### config.mk
export PLATFORM = sky130hd
export DESIGN_NAME = ipv4_hdr_check
export DESIGN_NICKNAME = d
export VERILOG_FILES = /design/src/rtl/ipv4_chk_pkg.sv /design/src/rtl/ipv4_hdr_collect.sv /design/src/rtl/ipv4_hdr_verify.sv /design/src/rtl/ipv4_ttl_rewrite.sv /design/src/rtl/ipv4_hdr_check.sv
export SDC_FILE = /design/constraint.sdc
export NUM_CORES = 1
export LEC_CHECK = 0
export BUFFER_PORTS_ARGS = -buffer_cell sky130_fd_sc_hd__buf_2
export CORE_ASPECT_RATIO = 2
export CORE_UTILIZATION = 45
export DETAILED_ROUTE_END_ITERATION = 6
export HOLD_SLACK_MARGIN = 0.05
export PLACE_DENSITY = 0.66
export SYNTH_ARGS = -nofsm -noshare
export SYNTH_HDL_FRONTEND = slang
export SYNTH_SLANG_ARGS = --single-unit
export TNS_END_PERCENT = 100
### constraint.sdc
create_clock -name clk -period 28.9 [get_ports clk]
set_clock_uncertainty 0.15 [all_clocks]
set_input_delay 5.78 -clock clk [delete_from_list [all_inputs] [get_ports clk]]
set_output_delay 5.78 -clock clk [all_outputs]
set_load 0.05 [all_outputs]
### src/rtl/ipv4_chk_pkg.sv
package ipv4_chk_pkg;
  localparam int WORD_W    = 32;
  localparam int HDR_WORDS = 5;
  localparam int HDR_BITS  = WORD_W * HDR_WORDS;
  localparam int HW_CNT    = HDR_BITS / 16;
  // word k occupies hdr[HDR_BITS-1-WORD_W*k -: WORD_W]
  localparam int W0_BASE   = HDR_BITS - WORD_W;
  localparam int W2_BASE   = HDR_BITS - 3 * WORD_W;
  localparam int VER_POS   = W0_BASE + 28;
  localparam int IHL_POS   = W0_BASE + 24;
  localparam int TTL_POS   = W2_BASE + 24;
  localparam int PROTO_POS = W2_BASE + 16;
  localparam int CSUM_POS  = W2_BASE;

  typedef enum logic [2:0] {
    RSN_OK       = 3'd0,
    RSN_VERSION  = 3'd1,
    RSN_LENGTH   = 3'd2,
    RSN_CHECKSUM = 3'd3,
    RSN_TTL      = 3'd4
  } drop_rsn_e;

  // 16-bit one's-complement addition with end-around carry
  function automatic logic [15:0] oc_add(input logic [15:0] a, input logic [15:0] b);
    logic [16:0] t;
    t = {1'b0, a} + {1'b0, b};
    return t[15:0] + {15'd0, t[16]};
  endfunction

  // folded one's-complement sum over all halfwords of a header
  function automatic logic [15:0] hdr_fold(input logic [HDR_BITS-1:0] h);
    logic [15:0] acc;
    acc = 16'h0000;
    for (int i = 0; i < HW_CNT; i++) acc = oc_add(acc, h[i*16 +: 16]);
    return acc;
  endfunction
endpackage

### src/rtl/ipv4_hdr_collect.sv
module ipv4_hdr_collect
  import ipv4_chk_pkg::*;
#(
  parameter int WORDS = HDR_WORDS,
  parameter int W     = WORD_W
) (
  input  logic             clk,
  input  logic             rst_n,
  input  logic             in_valid,
  input  logic [W-1:0]     in_data,
  input  logic             accept_en,
  output logic             in_ready,
  output logic             hdr_done,
  output logic [W*WORDS-1:0] hdr
);
  localparam int CNT_W = (WORDS > 1) ? $clog2(WORDS) : 1;
  localparam logic [CNT_W-1:0] LAST = CNT_W'(WORDS - 1);
  localparam int SH_W = W * (WORDS - 1);

  logic [CNT_W-1:0] cnt;
  logic [SH_W-1:0]  sh;
  logic             fire;

  assign in_ready = accept_en;
  assign fire     = in_valid && accept_en;
  assign hdr_done = fire && (cnt == LAST);
  assign hdr      = {sh, in_data};

  always_ff @(posedge clk) begin
    if (!rst_n) begin
      cnt <= '0;
      sh  <= '0;
    end else if (fire) begin
      sh  <= {sh[SH_W-W-1:0], in_data};
      cnt <= (cnt == LAST) ? '0 : cnt + 1'b1;
    end
  end

  assert_cnt_bound_R1: assert property (@(posedge clk) disable iff (!rst_n)
    cnt <= LAST);

  assert_no_take_R9: assert property (@(posedge clk) disable iff (!rst_n)
    !accept_en |=> ($stable(cnt) && $stable(sh)));
endmodule

### src/rtl/ipv4_hdr_verify.sv
module ipv4_hdr_verify
  import ipv4_chk_pkg::*;
(
  input  logic [HDR_BITS-1:0] hdr,
  output drop_rsn_e           rsn
);
  logic [3:0] ver;
  logic [3:0] ihl;
  logic [7:0] ttl;
  logic       sum_ok;

  assign ver    = hdr[VER_POS +: 4];
  assign ihl    = hdr[IHL_POS +: 4];
  assign ttl    = hdr[TTL_POS +: 8];
  assign sum_ok = (hdr_fold(hdr) == 16'hFFFF);

  // priority: version, length, checksum, TTL
  always_comb begin
    if (ver != 4'd4)          rsn = RSN_VERSION;
    else if (ihl != 4'd5)     rsn = RSN_LENGTH;
    else if (!sum_ok)         rsn = RSN_CHECKSUM;
    else if (ttl <= 8'd1)     rsn = RSN_TTL;
    else                      rsn = RSN_OK;
  end
endmodule

### src/rtl/ipv4_ttl_rewrite.sv
module ipv4_ttl_rewrite
  import ipv4_chk_pkg::*;
(
  input  logic [HDR_BITS-1:0] hdr,
  output logic [HDR_BITS-1:0] hdr_new
);
  logic [7:0]  ttl;
  logic [7:0]  proto;
  logic [15:0] old_sum;
  logic [15:0] old_hw;
  logic [15:0] new_hw;
  logic [15:0] new_sum;

  assign ttl     = hdr[TTL_POS +: 8];
  assign proto   = hdr[PROTO_POS +: 8];
  assign old_sum = hdr[CSUM_POS +: 16];
  assign old_hw  = {ttl, proto};
  assign new_hw  = {ttl - 8'd1, proto};
  // incremental update: ~(~HC + ~m + m')
  assign new_sum = ~oc_add(oc_add(~old_sum, ~old_hw), new_hw);

  always_comb begin
    hdr_new = hdr;
    hdr_new[TTL_POS +: 8]   = new_hw[15:8];
    hdr_new[CSUM_POS +: 16] = new_sum;
  end
endmodule

### src/rtl/ipv4_hdr_check.sv
module ipv4_hdr_check
  import ipv4_chk_pkg::*;
(
  input  logic                clk,
  input  logic                rst_n,
  input  logic                in_valid,
  output logic                in_ready,
  input  logic [WORD_W-1:0]   in_data,
  output logic                out_valid,
  input  logic                out_ready,
  output logic [HDR_BITS-1:0] out_hdr,
  output logic                out_fwd,
  output logic [2:0]          out_reason
);
  logic                accept_en;
  logic                hdr_done;
  logic [HDR_BITS-1:0] hdr_in;
  logic [HDR_BITS-1:0] hdr_mod;
  drop_rsn_e           rsn;

  assign accept_en = !out_valid || out_ready;

  ipv4_hdr_collect #(.WORDS(HDR_WORDS), .W(WORD_W)) u_collect (
    .clk       (clk),
    .rst_n     (rst_n),
    .in_valid  (in_valid),
    .in_data   (in_data),
    .accept_en (accept_en),
    .in_ready  (in_ready),
    .hdr_done  (hdr_done),
    .hdr       (hdr_in)
  );

  ipv4_hdr_verify u_verify (
    .hdr (hdr_in),
    .rsn (rsn)
  );

  ipv4_ttl_rewrite u_rewrite (
    .hdr     (hdr_in),
    .hdr_new (hdr_mod)
  );

  always_ff @(posedge clk) begin
    if (!rst_n) begin
      out_valid  <= 1'b0;
      out_hdr    <= '0;
      out_fwd    <= 1'b0;
      out_reason <= 3'd0;
    end else if (hdr_done) begin
      out_valid  <= 1'b1;
      out_fwd    <= (rsn == RSN_OK);
      out_reason <= rsn;
      out_hdr    <= (rsn == RSN_OK) ? hdr_mod : hdr_in;
    end else if (out_ready) begin
      out_valid  <= 1'b0;
    end
  end

  assert_sum_valid_R7: assert property (@(posedge clk) disable iff (!rst_n)
    (out_valid && out_fwd) |-> (hdr_fold(out_hdr) == 16'hFFFF));

  assert_ttl_live_R5: assert property (@(posedge clk) disable iff (!rst_n)
    (out_valid && out_fwd) |-> (out_hdr[TTL_POS +: 8] != 8'd0));

  assert_fwd_format_R2: assert property (@(posedge clk) disable iff (!rst_n)
    (out_valid && out_fwd) |-> (out_hdr[IHL_POS +: 8] == 8'h45));

  assert_hold_R9: assert property (@(posedge clk) disable iff (!rst_n)
    (out_valid && !out_ready) |=>
      (out_valid && $stable(out_hdr) && $stable(out_reason) && $stable(out_fwd)));

  assert_one_result_R10: assert property (@(posedge clk) disable iff (!rst_n)
    (out_valid && out_ready && !hdr_done) |=> !out_valid);

  assert_reason_range_R6: assert property (@(posedge clk) disable iff (!rst_n)
    out_valid |-> (out_reason <= 3'd4));
endmodule

After elaboration in Yosys (flattened, before gate mapping)
Index checks and enable logic that the tools add are counted.
{ "word_totals": {"reg_bits": 296, "romBits": 0, "n_memories": 0, "out_inout_bits": 166, "mem_bits_rw": 0, "latch_bits": 0, "word_cells": 52} }
{ "op_classes": {"n_mux": 8, "n_bitwise": 3, "n_shift": 0, "n_addsub": 24, "n_eq_ne": 4, "n_div": 0, "n_lt_le_gt_ge": 1, "n_reduce_logical": 6, "mul": 0} }
{ "op_table": {"columns": ["op", "count"], "rows": [
  ["$add A16 B16 Y17", 11],
  ["$add A16 B1 Y16", 11],
  ["$mux W96", 1],
  ["$not A16 Y16", 3],
  ["$eq A16 B16 Y1 const B", 1],
  ["$mux W3", 5],
  ["$le A8 B1 Y1 const B", 1],
  ["$ne A4 B3 Y1 const B", 2],
  ["$sub A8 B1 Y8 const B", 1],
  ["$add A3 B1 Y3 const B", 1],
  ["$eq A3 B3 Y1 const B", 1],
  ["$logic_not A3 Y1", 1],
  ["$logic_and A1 B1 Y1", 2],
  ["$mux W1", 2],
  ["$reduce_bool A2 Y1", 1],
  ["$logic_not A1 Y1", 1],
  ["$logic_or A1 B1 Y1", 1]
]} }

Depth between registers and ports, before layout
Gate-level depths: netlist of the first run.
{ "logic_depth": {"ltp_word": 24, "mapped_depth": 139, "depth_no_buf": 137} }

Cells and area by module
Synthesis of the first run repeated with hierarchy kept, for this count alone.
{ "hier_totals": {"cells_unflattened": 3219, "hier_area_um2": 26890.8} }
{ "by_module_without_submodules": {"columns": ["mod", "n_inst", "area_per_inst_um2", "seq_area_each_um2", "cells_per_inst"], "rows": [
  ["ipv4_hdr_check", 1, 8782.2, 3303.2, 979],
  ["ipv4_hdr_verify", 1, 8558.2, 0.0, 1137],
  ["ipv4_hdr_collect", 1, 6184.7, 2622.5, 637],
  ["ipv4_ttl_rewrite", 1, 3365.7, 0.0, 466]
]} }

Worst setup path before layout of the first run
OpenSTA, ideal clock, no wires.
{ "synth_timing": {"path_kind": "input port to flip-flop", "startpoint": "input in_data[0]", "endpoint": "register out_hdr[71]", "setup_ns": 0.132, "path_slack_ns": -0.942, "cell_stages": 128, "required_ns": 28.618, "arrival_time_ns": 29.560, "path_cell_list": "ha_1 > inv_1 > fa_1 > nor2b_1 > o21a_1 > o21a_1 > nor4_1 > nor3_1 > o41ai_1 > o21bai_1 > a21o_1 > ha_1 > ha_1 > xor2_1 > ha_1 > a21o_1 > a21oi_1 > o21ai_0 > (+92 left out) > o2111a_2 > or3_1 > a41oi_1 > o21ai_0 > a21o_1 > a21o_1 > ha_1 > nor2b_1 > o2111ai_1 > a2111oi_0 > or4b_1 > o311ai_0 > and4b_4 > o2111ai_4 > nor3_4 > buf_6 > mux2i_1 > a21oi_1"} }
{ "synth_via": {"elab_chain_cells": 24} }
{ "synth_lines": {"columns": ["element", "line", "rtl"], "rows": [
  ["start, declared", "ipv4_hdr_check.sv:8", "input logic [WORD_W-1:0] in_data,"],
  ["$add A16 B16 Y17", "ipv4_chk_pkg.sv:26", "t = {1'b0, a} + {1'b0, b};"],
  ["$add A16 B1 Y16", "ipv4_chk_pkg.sv:27", "return t[15:0] + {15'd0, t[16]};"],
  ["$add A16 B16 Y17", "ipv4_chk_pkg.sv:26", null],
  ["$add A16 B1 Y16", "ipv4_chk_pkg.sv:27", null],
  ["$add A16 B16 Y17", "ipv4_chk_pkg.sv:26", null],
  ["$add A16 B1 Y16", "ipv4_chk_pkg.sv:27", null],
  ["$add A16 B16 Y17", "ipv4_chk_pkg.sv:26", null],
  ["$add A16 B1 Y16", "ipv4_chk_pkg.sv:27", null],
  ["(+8 left out)", null, null],
  ["$add A16 B16 Y17", "ipv4_chk_pkg.sv:26", null],
  ["$add A16 B1 Y16", "ipv4_chk_pkg.sv:27", null],
  ["$eq A16 B16 Y1", "ipv4_hdr_verify.sv:15", "assign sum_ok = (hdr_fold(hdr) == 16'hFFFF);"],
  ["$mux W3", "ipv4_hdr_verify.sv:21", "else if (!sum_ok) rsn = RSN_CHECKSUM;"],
  ["$mux W3", "ipv4_hdr_verify.sv:20", "else if (ihl != 4'd5) rsn = RSN_LENGTH;"],
  ["$mux W3", "ipv4_hdr_verify.sv:19", "if (ver != 4'd4) rsn = RSN_VERSION;"],
  ["$logic_not A3 Y1", "ipv4_hdr_check.sv:54", "out_hdr <= (rsn == RSN_OK) ? hdr_mod : hdr_in;"],
  ["$mux W96", "ipv4_hdr_check.sv:54", null],
  ["end signal, assigned", "ipv4_hdr_check.sv:54", null],
  ["end, declared", "ipv4_hdr_check.sv:11", "output logic [HDR_BITS-1:0] out_hdr,"]
]} }
Every way passes these cells.
A chain may end at the register's enable or synchronous reset.

Worst setup path in the final report of the first run
{ "layout_timing": {"startpoint": "input in_data[16]", "endpoint": "register out_hdr[68]"} }
Same word-level chain as after synthesis.

==> flow_metrics.tcl, run 1 <==
set metrics [dict create \
    synth.distinct_cells 94 \
    cap_violations 0 \
    crit_slowest_cell "or4b_1" \
    seqPwrFrac_pct 15.0 \
    die_w_microns 158.1 \
    synth.area.mux_share_pct 0.9359 \
    yosysWarnings 0 \
    cts_hold_buf 0 \
    yosys.area.top_type "dfxtp_1" \
    p_switching_mw 1.183 \
    io_buffers 201 \
    rr_worst_depth 119 \
    core_sq_um 48210 \
    dpl.hpwl_microns 66690 \
    worstHoldPathCells 2 \
    grt_overflow 0 \
    initial_utilization_pct 45.48 \
    dr.first_iter.drc_count 1029 \
    fmax_mhz 34.39 \
    finalCritPeriodShare_pct 100.6 \
    relSlewSlack_pct 33.86 \
    max_stage_delay_ns 0.51 \
    tns_ns -3.146 \
    end_kind "flop" \
    ir_worst_vdd_mv 0.06327 \
    hold_path_class "flop to flop" \
    n_antenna_cell 0 \
    synth.most_common_cell "nand2_1" \
    synth_top_family_by_area "compound AO/OA/AOI/OAI gates" \
    clock_latency_ns 0.63 \
    combPwrFrac_pct 70.4 \
    synth_top_area_share_pct 27.03 \
    antenna_left 0 \
    worst-endpoint-arrival_ns 29.39 \
    synthAdderAreaFrac_pct 12.70 \
    cts_buffers 29 \
    rsz0062_at_grt "yes" \
    vias 23180 \
    drive_above_1_share_pct 31.64 \
    die_h_microns 314.2 \
    synth_commonest_cells "nand2_1 (620), dfxtp_1 (296), a21boi_0 (273), ha_1 (205), xnor2_1 (168)" \
    cpMostUsedCell "buf_4" \
    drc 0 \
    cts_max_path_buffers 3 \
    crit_required_ns 29.21 \
    period_needed_ns 29.08 \
    synth-edff-count 0 \
    wire_per_inst_microns 20.57 \
    synth-compound-area-share_pct 23.09 \
    leakage_nw 13.37 \
    synth-seq-cells 296 \
    clk_pin_slew_ns 0.07 \
    avgSynthCellArea_sq_um 7.967 \
    tightestPinTransition_ns 0.9920 \
    synthCells 2752 \
    synth.yosys.seq_area_share_pct 27.03 \
    grtUsageTotal_pct 34.02 \
    crit_fanout 6 \
    die-area_sq_um 49670 \
    htree_num_levels 1 \
    setup_ws_ns -0.1780 \
    via_per_inst 5.553 \
    wirelength_microns 85900 \
    cellPowerDensity_nw_per_um2 93.10 \
    synthArstFlopShare_pct 0 \
    antenna_found_initial 0 \
    clockPowerShare_pct 14.6 \
    nFillCells 4316 \
    synth_ff_type "dfxtp_1" \
    violations "negative setup slack" \
    power_mw 2.833 \
    drtPass1Iterations 5 \
    grt_pass1_vias 23710 \
    hold_viol 0 \
    swShare_pct 41.76 \
    grt_max_degree 117 \
    synth_area_leaders "dfxtp_1 (27%), ha_1 (12%), nand2_1 (11%), a21boi_0 (9.3%), xnor2_1 (6.7%)" \
    syn-num-nets 3004 \
    io_pins 202 \
    root_buffer "clkbuf_16" \
    status "finished, violations left" \
    fin_nets 3767 \
    setup_viol 25 \
    cts_sinks 296 \
    syn_area_sq_um 21930 \
    grt_first_pass_wirelength_microns 127200 \
    maxSlewViolCount 0 \
    fp-row-count 114 \
    yosys.area_share.simple_pct 21.59 \
    crit_type "primary input to flop" \
    synth-xor-area-share_pct 11.15 \
    start_kind "primary input" \
    syn2layout_area_growth_pct 38.76 \
    pre_cts_slack_ns -2.476 \
    gp_congestion 0.9784 \
    cts_tree "built" \
    p_int_mw 1.650 \
]
==> cell families after synthesis <==
family,Yosys count
AO/OA/AOI/OAI,718
AND/OR/NAND/NOR,1039
adder cells (fa/ha/maj),216
buffers and inverters,192
flip-flops,296
XOR/XNOR,271
multiplexers,20
==> critical path, delay by kind of cell <==
family                     cells  cell delay (ns)
adders and majority gates     22             5.21
AOI/OAI and AO/OA             44             7.35
muxes                          1             0.19
buffers and inverters         22             2.73
and+or+nand+nor               39             6.70
xor gates and xnor gates       8             1.36
==> what timing repair did <==
item,in CTS,in global routing
setup endpoints to repair,28,28
cloned,2,1
setup buffers,42,40
pin swaps,96,186
gates resized for setup,97,133
==> state kept, by name (all words and copies together) (netlist names) <==
signal / count
out_fwd: 1
out_hdr: 160
out_reason: 3
out_valid: 1
u_collect.cnt: 3
u_collect.sh: 128
==> power groups by stage <==
| stage | sequential [mW] | combinational [mW] | clock (mW) |
|---|---|---|---|
| 2_1_floorplan | 0.428 | 0.927 | 0 |
| 3_3_place_gp | 0.433 | 1.74 | 0 |
| 3_5_place_dp | 0.433 | 1.77 | 0 |
| 4_1_cts | 0.424 | 1.85 | 0.420 |
| 5_1_grt | 0.424 | 2.13 | 0.436 |
| 6_report | 0.424 | 1.99 | 0.414 |
==> final timing paths <==
check                                     start           end  slack [ns]
worst max-delay path                in_data[16]   out_hdr[68]       -0.18
worst min-delay path               out_hdr[132]  out_hdr[132]        0.31
worst max register to register  u_collect.sh[0]   out_hdr[68]        7.00
worst min register to register     out_hdr[132]  out_hdr[132]        0.31
==> layer usage <==
| layer | track usage [%] | part of all wire [%] | up-vias |
|---|---|---|---|
| met5 | 0 | 0 | - |
| met1 | 26.48 | 29 | 10820 |
| li1 | - | - | 11170 |
| met3 | 5.686 | 4.7 | 463 |
| met4 | 42.48 | 15 | 0 |
| met2 | 62.78 | 52 | 730 |
==> placed cells by master (no fill, tap or decap), drive strengths merged, types with 7 or more instances in the layout <==
master   instances
and2            20
nand2          620
a211o           12
nor2b           16
a21o            62
nor4b           11
or4              7
nor2            92
buf            842
nand3           63
nand4           25
dfxtp          296
o21a            27
nor4            13
a31oi           19
fa              11
xor2            98
a2111oi         12
ha             205
inv             84
a21oi           95
and3            29
nor3            60
mux2i           16
o31ai            9
nor3b           14
o2111ai          9
a211oi          24
o21bai          16
a21boi         274
nand2b          24
xnor2          168
clkbuf          42
o21ai           96
a31o             7
o211ai          16
or2             17
==> metrics by stage <==
stage	utilization (%)	cells	hold slack [ns]	area, sq um
after floorplan	-	2752	0.3080	22030
after global placement	57.32	4040	0.2987	27630
after detailed placement	57.32	4040	0.3046	27630
after CTS	61.15	4137	0.3140	29480
after global routing	63.11	4175	0.3281	30430
final	63.11	4175	0.3096	30430
==> final cells by class <==
type	count	area, sq um	area share (%)
multi-input combinational	2264	16410	53.93
clock inverter	12	177.7	0.5840
clock buffer	41	840.8	2.764
sequential	296	5926	19.48
tap	638	798.3	2.624
inverter	81	304.0	0.9993
timing repair buffer	843	5971	19.62
Power figures use the tool's default switching activity.
==> inputs of run 2 (changes only) <==
--- a/config.mk
+++ b/config.mk
@@ -7,6 +7,7 @@
 export LEC_CHECK = 0
 export BUFFER_PORTS_ARGS = -buffer_cell sky130_fd_sc_hd__buf_2
 export CORE_ASPECT_RATIO = 2
+export CORE_MARGIN = 3
 export CORE_UTILIZATION = 45
 export DETAILED_ROUTE_END_ITERATION = 6
 export HOLD_SLACK_MARGIN = 0.05
==> flow_metrics.tcl, run 2 (synthesized netlist as in run 1, its figures left out) <==
set metrics [dict create \
    status "completed" \
    relSlewSlack_pct 36.01 \
    antenna_left 0 \
    tightestPinTransition_ns 0.9599 \
    fp-row-count 113 \
    die-area_sq_um 51570 \
    period_needed_ns 28.89 \
    end_kind "flop" \
    final_common_cell "nand2_1" \
    largestRegisters "out_hdr x160, u_collect.sh x128" \
    nFillCells 4270 \
    crit_slowest_cell "or4b_1" \
    io_buffers 201 \
    vias 22790 \
    cts_hold_buf 0 \
    timing.rr.start "u_collect.sh[0]" \
    rsz0062_at_grt "yes" \
    maxSlewViolCount 0 \
    crit_type "primary input to flop" \
    final_cell_mix "nand2_1 (612), buf_4 (591), dfxtp_1 (296), a21boi_0 (271), buf_2 (198)" \
    setup_viol 0 \
    antenna_found_initial 0 \
    hold_viol 0 \
    r2r_slack_ns 7.19 \
    seq_area_sq_um 5926 \
    pre_cts_slack_ns -2.306 \
    cts_tree "built" \
    wire_per_inst_microns 19.77 \
    via_per_inst 5.524 \
    die_w_microns 162.1 \
    clock_latency_ns 0.62 \
    cts_buffers 29 \
    cap_violations 0 \
    syn2layout_area_growth_pct 35.64 \
    largest_reg_flops 160 \
    regMostFlops "out_hdr" \
    finalCritPeriodShare_pct 99.96 \
    clk_pin_slew_ns 0.07 \
    gp_congestion 1.054 \
    cpLargestDelayFamily "compound AO/OA/AOI/OAI gates" \
    reg2reg_to "out_hdr[89]" \
    crit_fanout 6 \
    grt_pass1_vias 23310 \
    multi_input_area_sq_um 16170 \
    die_h_microns 318.2 \
    worstHoldStart "out_reason[2]" \
    n_antenna_cell 0 \
    drive_above_1_share_pct 30.17 \
    htree_num_levels 1 \
    start_kind "primary input" \
    worst-endpoint-arrival_ns 29.24 \
    rr_worst_depth 119 \
    initial_utilization_pct 45.88 \
    fin_nets 3725 \
    cpMostUsedCell "a21o_1" \
    drtPass1Iterations 7 \
    ir_worst_vdd_mv 0.06427 \
    root_buffer "clkbuf_16" \
    setup_ws_ns 0.01133 \
    power_mw 2.681 \
    min_to "out_reason[2]" \
    fmax_mhz 34.62 \
    grtUsageTotal_pct 30.19 \
    io_pins 202 \
    max_stage_delay_ns 0.50 \
    grt_first_pass_wirelength_microns 122400 \
    grt_max_degree 115 \
    crit_required_ns 29.25 \
    hold_path_class "flop to flop" \
    cts_max_path_buffers 3 \
    dr.first_iter.drc_count 919 \
    drc 0 \
    cts_sinks 296 \
    leakage_nw 13.04 \
    dpl.hpwl_microns 65400 \
    cp.buffers_inverters 7 \
    cellPowerDensity_nw_per_um2 90.14 \
    core_sq_um 47790 \
    wirelength_microns 81550 \
    grt_overflow 0 \
    worstHoldPathCells 2 \
]
==> run 2: per-stage QoR <==
stage | instances | cell area (sq um) | hold WS, ns | setup TNS [ns] | util [%]
floorplan | 2752 | 22030 | 0.3080 | 0 | -
global placement | 4027 | 27560 | 0.2967 | -42.33 | 57.67
detailed placement | 4027 | 27560 | 0.3037 | -61.10 | 57.67
CTS | 4101 | 29070 | 0.3125 | 0 | 60.83
global route | 4125 | 29740 | 0.3316 | -25.60 | 62.23
finish | 4125 | 29740 | 0.3031 | 0 | 62.23
==> run 2: what timing repair did <==
action                                  CTS  global route
gates cloned                              0             0
pin swaps                                85           121
endpoints found under the setup margin   28            28
gates resized for setup                  82           104
endpoints found under the hold margin     0             0
setup buffers                            24            25
==> run 2: power breakdown <==
part / switching [mW] / internal, mW / leakage, nW / total [mW]
Sequential: 0.0113 / 0.413 / 2.39 / 0.425
Combinational: 0.903 / 0.956 / 10.2 / 1.86
Clock: 0.180 / 0.218 / 0.464 / 0.398
==> run 2: worst max-delay path by stage <==
stage / slack (ns) / cells after the start / from / to
final: 0.01 / 133 / in_data[16] / out_hdr[89]
after global routing: -1.02 / 137 / in_data[16] / out_hdr[89]
after CTS: 0.02 / 134 / in_data[0] / out_hdr[92]
after detailed placement: -2.31 / 132 / in_data[0] / out_hdr[77]
after global placement: -1.63 / 132 / in_data[0] / out_hdr[75]
after floorplan: 0.001 / 130 / in_data[0] / out_hdr[71]
==> run 2: cell type report <==
type,instances,share of cell area [%]
well taps,632,2.659
clock inverters,19,0.7236
inverters,81,1.022
clock buffers,32,2.545
repair buffers,801,18.76
multi-input cells,2264,54.37
flip-flops and latches,296,19.92
==> run 2: per-layer routing <==
layer	up-vias	GRT usage (%)	part of all wire, %
met5	-	0	0
met2	712	56.08	52
met4	0	34.97	14
met3	423	3.709	4.2
li1	11090	-	-
met1	10570	24.79	30
==> run 2: tightest hold or removal path: cells and delay by family (launching register included) <==
| family | cells | cell delay, ns |
|---|---|---|
| compound gates | 1 | 0.05 |
| flops | 1 | 0.31 |
| simple gates | 1 | 0.05 |
==> inputs of run 3 (changes only) <==
--- a/config.mk
+++ b/config.mk
@@ -11,8 +11,9 @@
 export CORE_UTILIZATION = 45
 export DETAILED_ROUTE_END_ITERATION = 6
 export HOLD_SLACK_MARGIN = 0.05
-export PLACE_DENSITY = 0.66
+export RECOVER_POWER = 25
 export SYNTH_ARGS = -nofsm -noshare
 export SYNTH_HDL_FRONTEND = slang
+export SYNTH_HIERARCHICAL = 1
 export SYNTH_SLANG_ARGS = --single-unit
 export TNS_END_PERCENT = 100
==> flow_metrics.tcl, run 3 <==
set metrics [dict create \
    grt_max_degree 118 \
    power_mw 2.721 \
    relSlewSlack_pct 8.658 \
    crit_slowest_cell "or4b_1" \
    start_kind "primary input" \
    die_w_microns 178.9 \
    cts_tree "built" \
    avgSynthCellArea_sq_um 8.354 \
    drtPass1Iterations 6 \
    clock_latency_ns 0.60 \
    vias 27890 \
    crit_start "in_data[16]" \
    n_antenna_cell 0 \
    regMostFlops "out_hdr" \
    die_h_microns 351.7 \
    fp-row-count 126 \
    synth_top_area_share_pct 22.04 \
    synth_area_leaders "dfxtp_1 (22%), ha_1 (9.5%), or4b_1 (6.0%), xnor2_1 (5.6%), buf_4 (5.0%)" \
    cp.buffers_inverters 8 \
    max_stage_delay_ns 0.49 \
    hold_viol 0 \
    antenna_found_initial 1 \
    root_buffer "clkbuf_16" \
    grtUsageTotal_pct 32.52 \
    final_cell_mix "buf_4 (643), dfxtp_1 (296), o21ai_0 (200), nand3_1 (182), ha_1 (169)" \
    yosysWarnings 6 \
    fmax_mhz 34.81 \
    drive_above_1_share_pct 34.16 \
    io_pins 202 \
    wirelength_microns 111900 \
    hold_path_class "flop to flop" \
    crit_type "primary input to flop" \
    grt_first_pass_wirelength_microns 157300 \
    die-area_sq_um 62910 \
    grt_pass1_vias 27080 \
    initial_utilization_pct 45.49 \
    timing.rr.start "u_collect/sh[0]" \
    final_common_cell "buf_4" \
    cap_violations 0 \
    crit_required_ns 29.24 \
    synth_commonest_cells "dfxtp_1 (296), o21ai_0 (206), ha_1 (204), nand3_1 (195), buf_4 (178)" \
    dr.first_iter.drc_count 2040 \
    grt_overflow 0 \
    largestRegisters "out_hdr x160, u_collect/sh x128" \
    syn_area_sq_um 26890 \
    cts_max_path_buffers 3 \
    setup_ws_ns 0.1745 \
    worst-endpoint-arrival_ns 29.07 \
    tightestPinTransition_ns 1.351 \
    synth.most_common_cell "dfxtp_1" \
    yosys.area.top_type "dfxtp_1" \
    syn-num-nets 3470 \
    clk_pin_slew_ns 0.07 \
    ir_worst_vdd_mv 0.05464 \
    setup_viol 0 \
    syn2layout_area_growth_pct 29.82 \
    core_sq_um 59120 \
    leakage_nw 14.11 \
    finalCritPeriodShare_pct 99.40 \
    tns_ns 0 \
    synthArstFlopShare_pct 0 \
    synth.yosys.seq_area_share_pct 22.04 \
    gp_congestion 0.9929 \
    fin_nets 3989 \
    wire_per_inst_microns 24.74 \
    via_per_inst 6.164 \
    largest_reg_flops 160 \
    drc 0 \
    cts_hold_buf 0 \
    nFillCells 5302 \
    status "completed" \
    pre_cts_slack_ns -1.528 \
    io_buffers 201 \
    cts_buffers 29 \
    synth_ff_type "dfxtp_1" \
    dpl.hpwl_microns 77930 \
    seq_area_sq_um 5926 \
    end_kind "flop" \
    cellPowerDensity_nw_per_um2 77.93 \
    rsz0062_at_grt "yes" \
    cts_sinks 296 \
    worstHoldStart "out_fwd" \
    maxSlewViolCount 0 \
    cpLargestDelayFamily "compound AO/OA/AOI/OAI gates" \
    antenna_left 0 \
    fin_util_pct 59.05 \
    synth-edff-count 0 \
    htree_num_levels 1 \
    multi_input_area_sq_um 19810 \
    synthCells 3219 \
    synth-seq-cells 296 \
    cpMostUsedCell "a21o_1" \
    synth.distinct_cells 103 \
    period_needed_ns 28.73 \
    crit_fanout 12 \
]
## run 3: cell count changes in the layout (fill, tap and decap cells not counted), sizes merged, moves of 11 or more
| cell | change |
|---|---|
| or4b | +159 |
| a21o | -11 |
| clkbuf | +97 |
| a21bo | +129 |
| nand2 | -534 |
| a31oi | +155 |
| mux2i | -13 |
| o31ai | +161 |
| a21boi | -265 |
| a21oi | +123 |
| nor2 | +15 |
| o21ai | +134 |
| nand3 | +133 |
| nor3b | -13 |
## run 3: layout make-up
| type | count | share of cell area, % |
|---|---|---|
| clock inverters | 10 | 0.3369 |
| repair buffers | 898 | 19.93 |
| flip-flops and latches | 296 | 16.97 |
| inverters | 91 | 0.9857 |
| well taps | 768 | 2.753 |
| multi-input cells | 2422 | 56.75 |
| clock buffers | 39 | 2.272 |
## run 3: worst paths after layout
kind / cells after the start / to / slack [ns]
setup reg to reg: 124 / out_hdr[114] / 7.22
hold / removal: 2 / out_fwd / 0.35
setup / recovery: 140 / out_hdr[114] / 0.17
hold reg to reg: 2 / out_fwd / 0.35
## run 3: report_power, final
group | total [mW] | switching, mW | leakage (nW) | internal, mW
Clock | 0.386 | 0.176 | 0.445 | 0.210
Combinational | 1.91 | 0.945 | 11.3 | 0.960
Sequential | 0.429 | 0.0148 | 2.39 | 0.414
Total | 2.72 | 1.14 | 14.1 | 1.58
## run 3: cell families after synthesis
kind of cell / Yosys count / share of synthesized area, %
DFF: 296 / 22.04
AOI/OAI and AO/OA: 1151 / 29.85
muxes: 4 / 0.1675
xor gates and xnor gates: 272 / 9.120
adders and majority gates: 215 / 10.31
and+or+nand+nor: 778 / 17.89
buffers and inverters: 503 / 10.63
## run 3: what timing repair did
item / 4_1_cts / 5_1_grt
buffers inserted: 42 / 37
cloned: 9 / 21
endpoints found under the setup margin: 164 / 164
pin swaps: 76 / 172
gates resized for setup: 129 / 210
## run 3: worst reg2reg max path, delay by kind of cell, from the launching register on
family,cells,cell delay [ns]
AO/OA/AOI/OAI,47,8.58
AND/OR/NAND/NOR,41,5.57
adder cells (fa/ha/maj),22,5.05
XOR/XNOR,9,1.01
buffers and inverters,5,0.85
flip-flops,1,0.39
## run 3: stage by stage
stage          area [sq um]  hold slack [ns]  instances
6_report              34910           0.3503       4524
2_1_floorplan         26960           0.2885       3219
4_1_cts               33130           0.3465       4468
3_3_place_gp          31080           0.2964       4369
5_1_grt               34910           0.3575       4524
3_5_place_dp          31080           0.3335       4369
## run 3: per-layer routing
metal / wire, microns / track usage [%] / share of wire [%]
met5: 0 / 0 / 0
met4: 14280 / 32.40 / 13
met3: 6386 / 4.783 / 5.7
met2: 55370 / 58.21 / 49
met1: 35900 / 30.43 / 32
